<file path="config.mk">
export PLATFORM = sky130hd
export DESIGN_NAME = rle_expander
export DESIGN_NICKNAME = d
export VERILOG_FILES = /design/src/rtl/rle_pkg.sv /design/src/rtl/rle_item_decode.sv /design/src/rtl/rle_pend_reg.sv /design/src/rtl/rle_run_out.sv /design/src/rtl/rle_expander.sv
export SDC_FILE = /design/constraint.sdc
export NUM_CORES = 1
export LEC_CHECK = 0
export ABC_CLOCK_PERIOD_IN_PS = 1900
export CELL_PAD_IN_SITES_DETAIL_PLACEMENT = 1
export CELL_PAD_IN_SITES_GLOBAL_PLACEMENT = 2
export CORE_UTILIZATION = 30
export CTS_BUF_LIST = sky130_fd_sc_hd__clkbuf_16
export CTS_CLUSTER_DIAMETER = 50
export DETAILED_ROUTE_END_ITERATION = 12
export MAX_ROUTING_LAYER = met4
export PLACE_DENSITY = 0.78
export SLEW_MARGIN = 10
export SYNTH_ARGS = -nofsm -noshare
export SYNTH_HDL_FRONTEND = slang
export SYNTH_SLANG_ARGS = --single-unit
</file>
<file path="constraint.sdc">
create_clock -name clk_i -period 1.9 [get_ports clk_i]
set_input_delay 0.19 -clock clk_i [delete_from_list [all_inputs] [get_ports clk_i]]
set_output_delay 0.19 -clock clk_i [all_outputs]
set_load 0.02 [all_outputs]
</file>
<file path="src/rtl/rle_pkg.sv">
package rle_pkg;
  typedef enum logic [1:0] {
    KIND_DATA  = 2'd0,
    KIND_COUNT = 2'd1,
    KIND_CHAN  = 2'd2
  } item_kind_e;
endpackage

</file>
<file path="src/rtl/rle_item_decode.sv">
module rle_item_decode
  import rle_pkg::*;
#(
  parameter int DATA_W = 8,
  localparam int PAY_W = DATA_W - 1
) (
  input  logic              is_cmd_i,
  input  logic [DATA_W-1:0] byte_i,
  output item_kind_e        kind_o,
  output logic [PAY_W-1:0]  payload_o
);
  always_comb begin
    payload_o = byte_i[PAY_W-1:0];
    if (!is_cmd_i)              kind_o = KIND_DATA;
    else if (byte_i[DATA_W-1])  kind_o = KIND_CHAN;
    else                        kind_o = KIND_COUNT;
  end
endmodule

</file>
<file path="src/rtl/rle_pend_reg.sv">
module rle_pend_reg #(
  parameter int CNT_W = 7
) (
  input  logic             clk_i,
  input  logic             rst_ni,
  input  logic             load_i,
  input  logic [CNT_W-1:0] cnt_i,
  input  logic             consume_i,
  output logic             pend_vld_o,
  output logic [CNT_W-1:0] pend_cnt_o
);
  always_ff @(posedge clk_i or negedge rst_ni) begin
    if (!rst_ni) begin
      pend_vld_o <= 1'b0;
      pend_cnt_o <= '0;
    end else if (load_i) begin
      pend_vld_o <= 1'b1;
      pend_cnt_o <= cnt_i;  // newer count overwrites
    end else if (consume_i) begin
      pend_vld_o <= 1'b0;
      pend_cnt_o <= '0;
    end
  end
endmodule

</file>
<file path="src/rtl/rle_run_out.sv">
module rle_run_out #(
  parameter int DATA_W = 8,
  parameter int CNT_W  = 7
) (
  input  logic              clk_i,
  input  logic              rst_ni,
  input  logic              start_i,
  input  logic [DATA_W-1:0] byte_i,
  input  logic [CNT_W-1:0]  reps_i,
  input  logic              out_ready_i,
  output logic              out_valid_o,
  output logic [DATA_W-1:0] out_byte_o,
  output logic              last_o
);
  logic [CNT_W-1:0] rem_q;

  assign last_o = (rem_q == '0);

  always_ff @(posedge clk_i or negedge rst_ni) begin
    if (!rst_ni) begin
      out_valid_o <= 1'b0;
      out_byte_o  <= '0;
      rem_q       <= '0;
    end else if (start_i) begin
      out_valid_o <= 1'b1;
      out_byte_o  <= byte_i;
      rem_q       <= reps_i;  // copies still owed after the current one
    end else if (out_valid_o && out_ready_i) begin
      if (last_o) out_valid_o <= 1'b0;
      else        rem_q       <= rem_q - 1'b1;
    end
  end
endmodule

</file>
<file path="src/rtl/rle_expander.sv">
module rle_expander
  import rle_pkg::*;
#(
  parameter int DATA_W = 8,
  localparam int CNT_W = DATA_W - 1
) (
  input  logic              clk_i,
  input  logic              rst_ni,
  input  logic              in_valid_i,
  output logic              in_ready_o,
  input  logic              in_is_cmd_i,
  input  logic [DATA_W-1:0] in_byte_i,
  output logic              out_valid_o,
  input  logic              out_ready_i,
  output logic [DATA_W-1:0] out_byte_o,
  output logic              chan_valid_o,
  output logic [CNT_W-1:0]  chan_addr_o
);
  item_kind_e       kind;
  logic [CNT_W-1:0] payload;
  logic             fire_in;
  logic             pend_vld;
  logic [CNT_W-1:0] pend_cnt;
  logic             run_last;
  logic             start_run;

  rle_item_decode #(.DATA_W(DATA_W)) u_decode (
    .is_cmd_i  (in_is_cmd_i),
    .byte_i    (in_byte_i),
    .kind_o    (kind),
    .payload_o (payload)
  );

  assign in_ready_o = !out_valid_o || (run_last && out_ready_i);
  assign fire_in    = in_valid_i && in_ready_o;
  assign start_run  = fire_in && (kind == KIND_DATA);

  rle_pend_reg #(.CNT_W(CNT_W)) u_pend (
    .clk_i      (clk_i),
    .rst_ni     (rst_ni),
    .load_i     (fire_in && (kind == KIND_COUNT)),
    .cnt_i      (payload),
    .consume_i  (start_run),
    .pend_vld_o (pend_vld),
    .pend_cnt_o (pend_cnt)
  );

  rle_run_out #(.DATA_W(DATA_W), .CNT_W(CNT_W)) u_run (
    .clk_i       (clk_i),
    .rst_ni      (rst_ni),
    .start_i     (start_run),
    .byte_i      (in_byte_i),
    .reps_i      (pend_vld ? pend_cnt : '0),
    .out_ready_i (out_ready_i),
    .out_valid_o (out_valid_o),
    .out_byte_o  (out_byte_o),
    .last_o      (run_last)
  );

  always_ff @(posedge clk_i or negedge rst_ni) begin
    if (!rst_ni) begin
      chan_valid_o <= 1'b0;
      chan_addr_o  <= '0;
    end else begin
      chan_valid_o <= fire_in && (kind == KIND_CHAN);
      if (fire_in && (kind == KIND_CHAN)) chan_addr_o <= payload;
    end
  end
endmodule

</file>
Word level (Yosys, flattened, before mapping) --
Index checks and enable logic that the tools add are counted. Widths: inputs -> output; s select.
Operators by class: $mul 0, mux-type cells 13, equality and inequality tests 3, add/subtract/negate cells 1, magnitude comparators 0, reductions and logical operators 15, bitwise logic cells 0, shift-type cells 0, div/mod/pow operators 0
Operators with widths (count):
- $mux 7 | 6
- $logic_not 7->1 | 1
- $sub 7x1->7 const B | 1
- $logic_and 1x1->1 | 6
- $reduce_bool 2->1 | 3
- $mux 1 | 5
- $mux 2 | 2
- $reduce_and 2->1 | 2
- $eq 2x1->1 const B | 1
- $eq 2x2->1 const B | 1
- $logic_not 2->1 | 1
- $ne 2x1->1 const B | 1
- $logic_not 1->1 | 1
- $logic_or 1x1->1 | 1
Word-level totals: memory bits (read-only) 0, output and inout bits 18, memories kept 0, memory bits (writable) 0, flip-flop bits (word level) 32, latch bits 0, bits of input ports 13

Logic depth before layout (Yosys ltp) --
Gate-level depths: netlist of run 1.
depth after elaboration 7, gate-level depth with buffers 7, mapped depth without buffers 6

Modules after synthesis --
Synthesis of run 1 repeated with hierarchy kept, for this count alone.
Second synthesis, totals: cell total of the unflattened synthesis 124, area, all modules 1559.0 um2
By module, submodules not included:
- rle_run_out | area each 788.3 um2, seq. area each 400.4 um2, instances 1, cells each 68
- rle_expander | area each 396.6 um2, seq. area each 200.2 um2, instances 1, cells each 28
- rle_pend_reg | area each 305.3 um2, seq. area each 200.2 um2, instances 1, cells each 19
- rle_item_decode | area each 68.8 um2, seq. area each 0.0 um2, instances 1, cells each 9

Least setup slack after synthesis of run 1 --
No wires, ideal clock.
kind register -> register, from register u_run.rem_q[0], to register u_run.out_byte_o[3], period minus slack after synthesis 1910 ps, buffers on the path 1, library setup time 125 ps, required time 1775 ps, arrival time 1786 ps, path slack -10 ps, cell stages (with the launch flop) 8, path through dfrtp_1 > inv_1 > ha_1 > a41oi_4 > inv_4 > nand2b_2 > buf_6 > mux2_2
Between the ends: cells in the longest elaborated chain, start to end 5
RTL lines:
- from (decl) | RTL line rle_run_out.sv:15 | logic [CNT_W-1:0] rem_q;
- from (signal assigned) | RTL line rle_run_out.sv:27 | rem_q <= reps_i;
- from (signal assigned) | RTL line rle_run_out.sv:30 | else rem_q <= rem_q - 1'b1;
- $logic_not 7->1 | RTL line rle_run_out.sv:17 | assign last_o = (rem_q == '0);
- $logic_and 1x1->1 | RTL line rle_expander.sv:34 | assign in_ready_o = !out_valid_o || (run_last && out_ready_i);
- $logic_or 1x1->1 | RTL line rle_expander.sv:34
- via in_ready_o | RTL line rle_expander.sv:10 | output logic in_ready_o,
- $logic_and 1x1->1 | RTL line rle_expander.sv:35 | assign fire_in = in_valid_i && in_ready_o;
- $logic_and 1x1->1 | RTL line rle_expander.sv:36 | assign start_run = fire_in && (kind == KIND_DATA);
- to (signal assigned) | RTL line rle_run_out.sv:26 | out_byte_o <= byte_i;
- to (decl) | RTL line rle_run_out.sv:12 | output logic [DATA_W-1:0] out_byte_o,
The timed path passes the listed nets, and every way through them passes these cells. A chain may end at the register's enable or synchronous reset.

Worst setup path after layout of run 1 --
from register u_run.rem_q[1], to output port in_ready_o
Between the ends: cells in the longest elaborated chain, start to end 3
RTL lines (RTL line):
- $logic_not 7->1 | rle_run_out.sv:17
- $logic_and 1x1->1 | rle_expander.sv:34
- $logic_or 1x1->1 | rle_expander.sv:34
- to (decl) | rle_expander.sv:10
Every way passes these cells.

==> impl_results.md, run 1 <==
- Outcome: finished clean
- Worst EP required: 1.71 ns
- Die Wd: 73.9 um
- Finished Layout Cells: 249
- Clock Sinks: 32
- Layout overhead on the synthesized area: 41.3%
- Fin. Hold Viols: 0
- Final wirelength: 4150 um
- Number of flops mapped to enable cells by yosys: 0
- CTS tree: yes
- Vias in the first global route: 1,457
- Clock latency on the worst-skew pair: 0.28 ns
- Top-area cell type share of the netlist area: 51.7%
- Die span in y: 73.9 um
- Max VDD drop: 0.000762 V
- Crit. Startpoint: u_run.rem_q[1]
- Seq/Total Area, Yosys: 51.7%
- Internal power: 2.25 mW
- Worst r2r dst: chan_addr_o[4]
- Syn Std Cell Area: 1550 um^2
- Hold Path Class: primary input to async pin
- FP Rows: 25
- Area contributors post-synth: dfrtp_1, mux2_2, a31oi_1
- 1st-pass router iterations: 4
- Die area: 5460 um^2
- Vias: 1,249
- Relative slew slack: 63.7%
- Synthesis Warnings: 0
- CP max FO: 4
- Dpl cells: 241
- Critical Path Sink: in_ready_o
- Critical R2R Launch: u_run.rem_q[1]
- Layout Nets: 196
- Drc violations: 0
- Total setup buffers inserted after CTS: 0
- Initial Utilization: 32.0%
- Mapped Nets: 146
- Flop pwr share: 34.0%
- Largest net degree at the start of global routing: 33
- Clock transition at path regs: 0.05 ns
- Initial DRC count: 31
- Core ar.: 4850 um^2
- Syn Area/Cell: 11.8 um^2
- Period utilization: 94.6%
- Global placement routability congestion: 0.846
- Post-synthesis cell count: 131
- Crit path DAT: 1.61 ns
- Worst R2R Setup Slack: 0.11 ns
- CTS Buffer Depth: 2
- Global-route usage over all layers: 18.4%
- Worst R2R Path Depth: 6
- ANT cells: 0
- Placed instance area: 2050 um^2
- Crit end category: output port
- Routed Antenna Nets: 0
- GR Overflow Total: 0
- P_sw: 1.25 mW
- Logic pwr share: 44.9%
- Root Driver: clkbuf_16
- Synth cell types: 35
- Tmin final: 1.80 ns
- Synth cell count leaders: dfrtp_1, mux2_2, inv_1
- PortBufs: 30
- Area leader, netlist: dfrtp_1
- Final Util: 45.2%
- Switching Fraction: 35.7%
- Share of cells above drive strength 1: 28.6%
- Pwr Density: 1590 nW/um^2
- Final setup fails: 0
- Final instance area: 2190 um^2
- Synth Register Bits: 32
- Clock power frac: 21.1%
- Routed WL per cell: 16.6 um
- Slew Viols, Final: 0
- Async set-or-reset flop fraction in the synthesized netlist: 100%
- Final Skew: 0.00502 ns
- Via density: 5.02
- Max-cap violations: 0
- CTS H-tree depth: 2
- Total CTS buffers: 5
- First-pass GRT wire length: 7170 um
- Ports: 31
- Post-synth top flop: dfrtp_1
- Setup Crit Path Kind: register to output port
- Most common cell in the netlist: dfrtp_1
- Detailed Place HPWL: 3190 um
- Pleak: 1.00 nW
- Initial antenna violation count: 0
- Crit path launch type: register
- Max Clk Rate: 556 MHz
- Least-Margin Pin Slew: 0.542 ns
-- sequential cells by signal, indices dropped and copies added, names as in the netlist --
register and cells:
u_pend.pend_vld_o 1, chan_valid_o 1, u_run.out_byte_o 8, u_run.out_valid_o 1, u_run.rem_q 7, u_pend.pend_cnt_o 7
chan_addr_o 7
-- through the flow --
stage | worst slack [ns] | total power [mW] | hold WS, ns | TNS, ns
after floorplan | 0.0253 | 2.05 | -0.106 | 0
after global placement | 0.0528 | 2.68 | 0.489 | 0
after detailed placement | 0.0241 | 2.78 | 0.498 | 0
after CTS | 0.00792 | 3.53 | 0.330 | 0
after global routing | -0.000571 | 3.72 | 0.388 | -0.000571
final | 0.102 | 3.49 | 0.305 | 0
-- worst min-delay path by stage --
stage,slack (ns),end,depth (start not counted)
floorplan,-0.11,chan_addr_o[0],0
global placement,0.49,u_run.rem_q[6],1
detailed placement,0.50,u_run.out_byte_o[7],1
CTS,0.33,chan_addr_o[6],2
global route,0.39,chan_valid_o,2
finish,0.31,u_run.out_byte_o[0],2
-- power groups by stage --
stage / Sequential (mW) / Clock (mW) / Combinational [mW]
after global routing: 1.24 / 0.775 / 1.71
after CTS: 1.20 / 0.751 / 1.58
final: 1.19 / 0.737 / 1.57
after global placement: 1.18 / 0 / 1.50
after detailed placement: 1.20 / 0 / 1.58
after floorplan: 1.34 / 0 / 0.714
-- layout make-up --
| type | count | area [um^2] |
|---|---|---|
| flip-flops and latches | 32 | 801 |
| well taps | 67 | 83.8 |
| clock buffers | 5 | 125 |
| multi-input cells | 83 | 682 |
| clock inverters | 3 | 11.3 |
| fillers | 535 | 2660 |
| inverters | 12 | 47.5 |
| repair buffers | 47 | 440 |
-- cell families (layout without fill, tap and decap cells) --
kind of cell	count (synthesis)	after routing	share of synthesized area, %
buffers and inverters	16	67	4.52
AOI/OAI and AO/OA	31	31	16.1
muxes	19	19	13.6
adders and majority gates	2	2	1.61
DFF	32	32	51.7
and+or+nand+nor	31	31	12.5
-- layout by cell type (no fill, tap or decap), drive strengths merged, types with 4 or more instances in the layout --
master	count
nand2	10
dfrtp	32
nor3	5
clkdlybuf4s50	29
a31oi	10
a31o	7
inv	14
mux2	16
clkbuf	5
nor3b	4
buf	17
-- worst max-delay path, stage by stage, from the launching register on --
cell             delay, ns
dfrtp_1               0.40
inv_1                 0.11
ha_2                  0.24
a41oi_4               0.17
inv_4                 0.11
clkdlybuf4s15_1       0.30
-- repair_timing --
item                                   in CTS  in global routing
setup endpoints to repair                   1                  8
hold buffers                                0                  0
resized for setup                           1                  2
endpoints found under the hold margin       0                  0
-- metal layers --
metal | wire length (um) | GRT usage (%) | vias to the layer above | part of all wire (%)
li1 | - | - | 581 | -
met1 | 1670 | 20.1 | 625 | 40
met2 | 2200 | 31.8 | 32 | 53
met3 | 156 | 3.70 | 11 | 3.8
met4 | 119 | 9.19 | 0 | 2.9
met5 | 0 | - | - | 0
(Power assumes the default switching activity.)
==> run 2, diff against run 1 <==
- CORE_ASPECT_RATIO: unset -> 1.4
- CORE_MARGIN: unset -> 1
- TNS_END_PERCENT: unset -> 100
==> impl_results.md, run 2 (same netlist as run 1, synthesis figures left out) <==
- Crit. Startpoint: u_run.rem_q[1]
- Critical R2R Launch: u_run.rem_q[1]
- Initial DRC count: 26
- Core ar.: 4920 um^2
- Layout overhead on the synthesized area: 42.0%
- Most common cell after layout, fill and taps aside: dfrtp_1
- Most frequent cells in the layout: dfrtp_1, clkdlybuf4s50_1, buf_4, mux2_2, inv_1
- Die Wd: 62.8 um
- Crit path DAT: 1.61 ns
- Vias in the first global route: 1,437
- Via density: 5.10
- Clock transition at path regs: 0.05 ns
- Worst EP required: 1.71 ns
- Relative slew slack: 73.2%
- Max-cap violations: 0
- Slowest cell on crit path: dfrtp_1
- Initial antenna violation count: 0
- Slew Viols, Final: 0
- CP max FO: 4
- Least-Margin Pin Slew: 0.401 ns
- Biggest register: u_run.out_byte_o
- Pleak: 1.01 nW
- Largest net degree at the start of global routing: 33
- Total setup buffers inserted after CTS: 0
- Period utilization: 94.8%
- Share of cells above drive strength 1: 29.3%
- FP Rows: 30
- 1st-pass router iterations: 4
- Final wirelength: 4010 um
- RSZ-0062 raised after global routing: false
- Setup TNS: 0 ns
- Hold Path Class: primary input to async pin
- Die span in y: 87.1 um
- Buffers & Inverters on Critical Path: 3
- PortBufs: 30
- Max VDD drop: 0.000653 V
- Tot Pwr: 3.47 mW
- Final setup fails: 0
- Cell Chain, Critical Path: inv_1 -> ha_1 -> a41oi_4 -> inv_4 -> dlygate4sd2_1
- Clock latency on the worst-skew pair: 0.27 ns
- CP delay by family, top: buffers and inverters
- Root Driver: clkbuf_16
- Slowest stage delay, CP: 0.38 ns
- Pwr Density: 1580 nW/um^2
- Total CTS buffers: 5
- Crit path launch type: register
- Setup Crit Path Kind: register to output port
- Global placement routability congestion: 0.809
- ANT cells: 0
- Global-route usage over all layers: 17.1%
- Fin. Hold Viols: 0
- Routed WL per cell: 16.2 um
- Tmin final: 1.80 ns
- Max reg flops: 8
- Outcome: finished clean
- Die area: 5460 um^2
- Detailed Place HPWL: 3150 um
- First-pass GRT wire length: 6790 um
- Clock Sinks: 32
- Drc violations: 0
- Final Skew: 0.00218 ns
- Max Clk Rate: 555 MHz
- Layout Nets: 199
- GR Overflow Total: 0
- CTS H-tree depth: 2
- Crit end category: output port
- Initial Utilization: 31.5%
- CTS tree: yes
- Ports: 31
- Vias: 1,265
- Routed Antenna Nets: 0
- CTS Buffer Depth: 2
-- run 2: area by class of cell --
type / count / area [um^2]
repair buffers: 50 / 462
clock inverters: 2 / 7.51
fillers: 546 / 2720
flip-flops and latches: 32 / 801
inverters: 12 / 47.5
well taps: 64 / 80.1
multi-input cells: 83 / 679
clock buffers: 5 / 125
-- run 2: layer usage --
layer	vias to the layer above	global-route usage [%]	part of all wire [%]	routed length (um)
met2	34	32.7	58	2320
met3	9	3.40	2.7	109
met1	630	16.7	37	1500
li1	592	-	-	-
met4	0	7.19	2.2	87
met5	-	-	0	0
-- run 2: power breakdown --
part	internal (mW)	switching (mW)	leakage [nW]
registers	0.977	0.195	0.403
logic	0.812	0.771	0.546
clock network	0.466	0.250	0.0648
-- run 2: path summary, 6_finish.rpt --
| path | end | slack, ns | cells past startpoint |
|---|---|---|---|
| worst max-delay path | in_ready_o | 0.1 | 5 |
| worst min-delay path | u_run.out_byte_o[2] | 0.32 | 2 |
| worst max register to register | chan_addr_o[6] | 0.11 | 6 |
| worst min register to register | u_run.rem_q[6] | 0.49 | 1 |
| max in group asynchronous | u_pend.pend_vld_o | 1.29 | 2 |
| min in group clk_i | u_run.rem_q[6] | 0.49 | 1 |
-- run 2: what timing repair did --
action	CTS	global route
resized for setup	1	0
hold buffers	0	0
endpoints found under the setup margin	1	0
-- run 2: stage by stage --
step	cells	utilization, %	hold WS, ns	cell area [um^2]	setup slack, ns
5_1_grt	248	44.8	0.356	2200	0.0170
3_3_place_gp	241	42.1	0.486	2070	0.0669
6_report	248	44.8	0.320	2200	0.0997
2_1_floorplan	131	-	-0.106	1550	0.0253
3_5_place_dp	241	42.1	0.481	2070	0.0317
4_1_cts	248	44.8	0.339	2200	0.0734
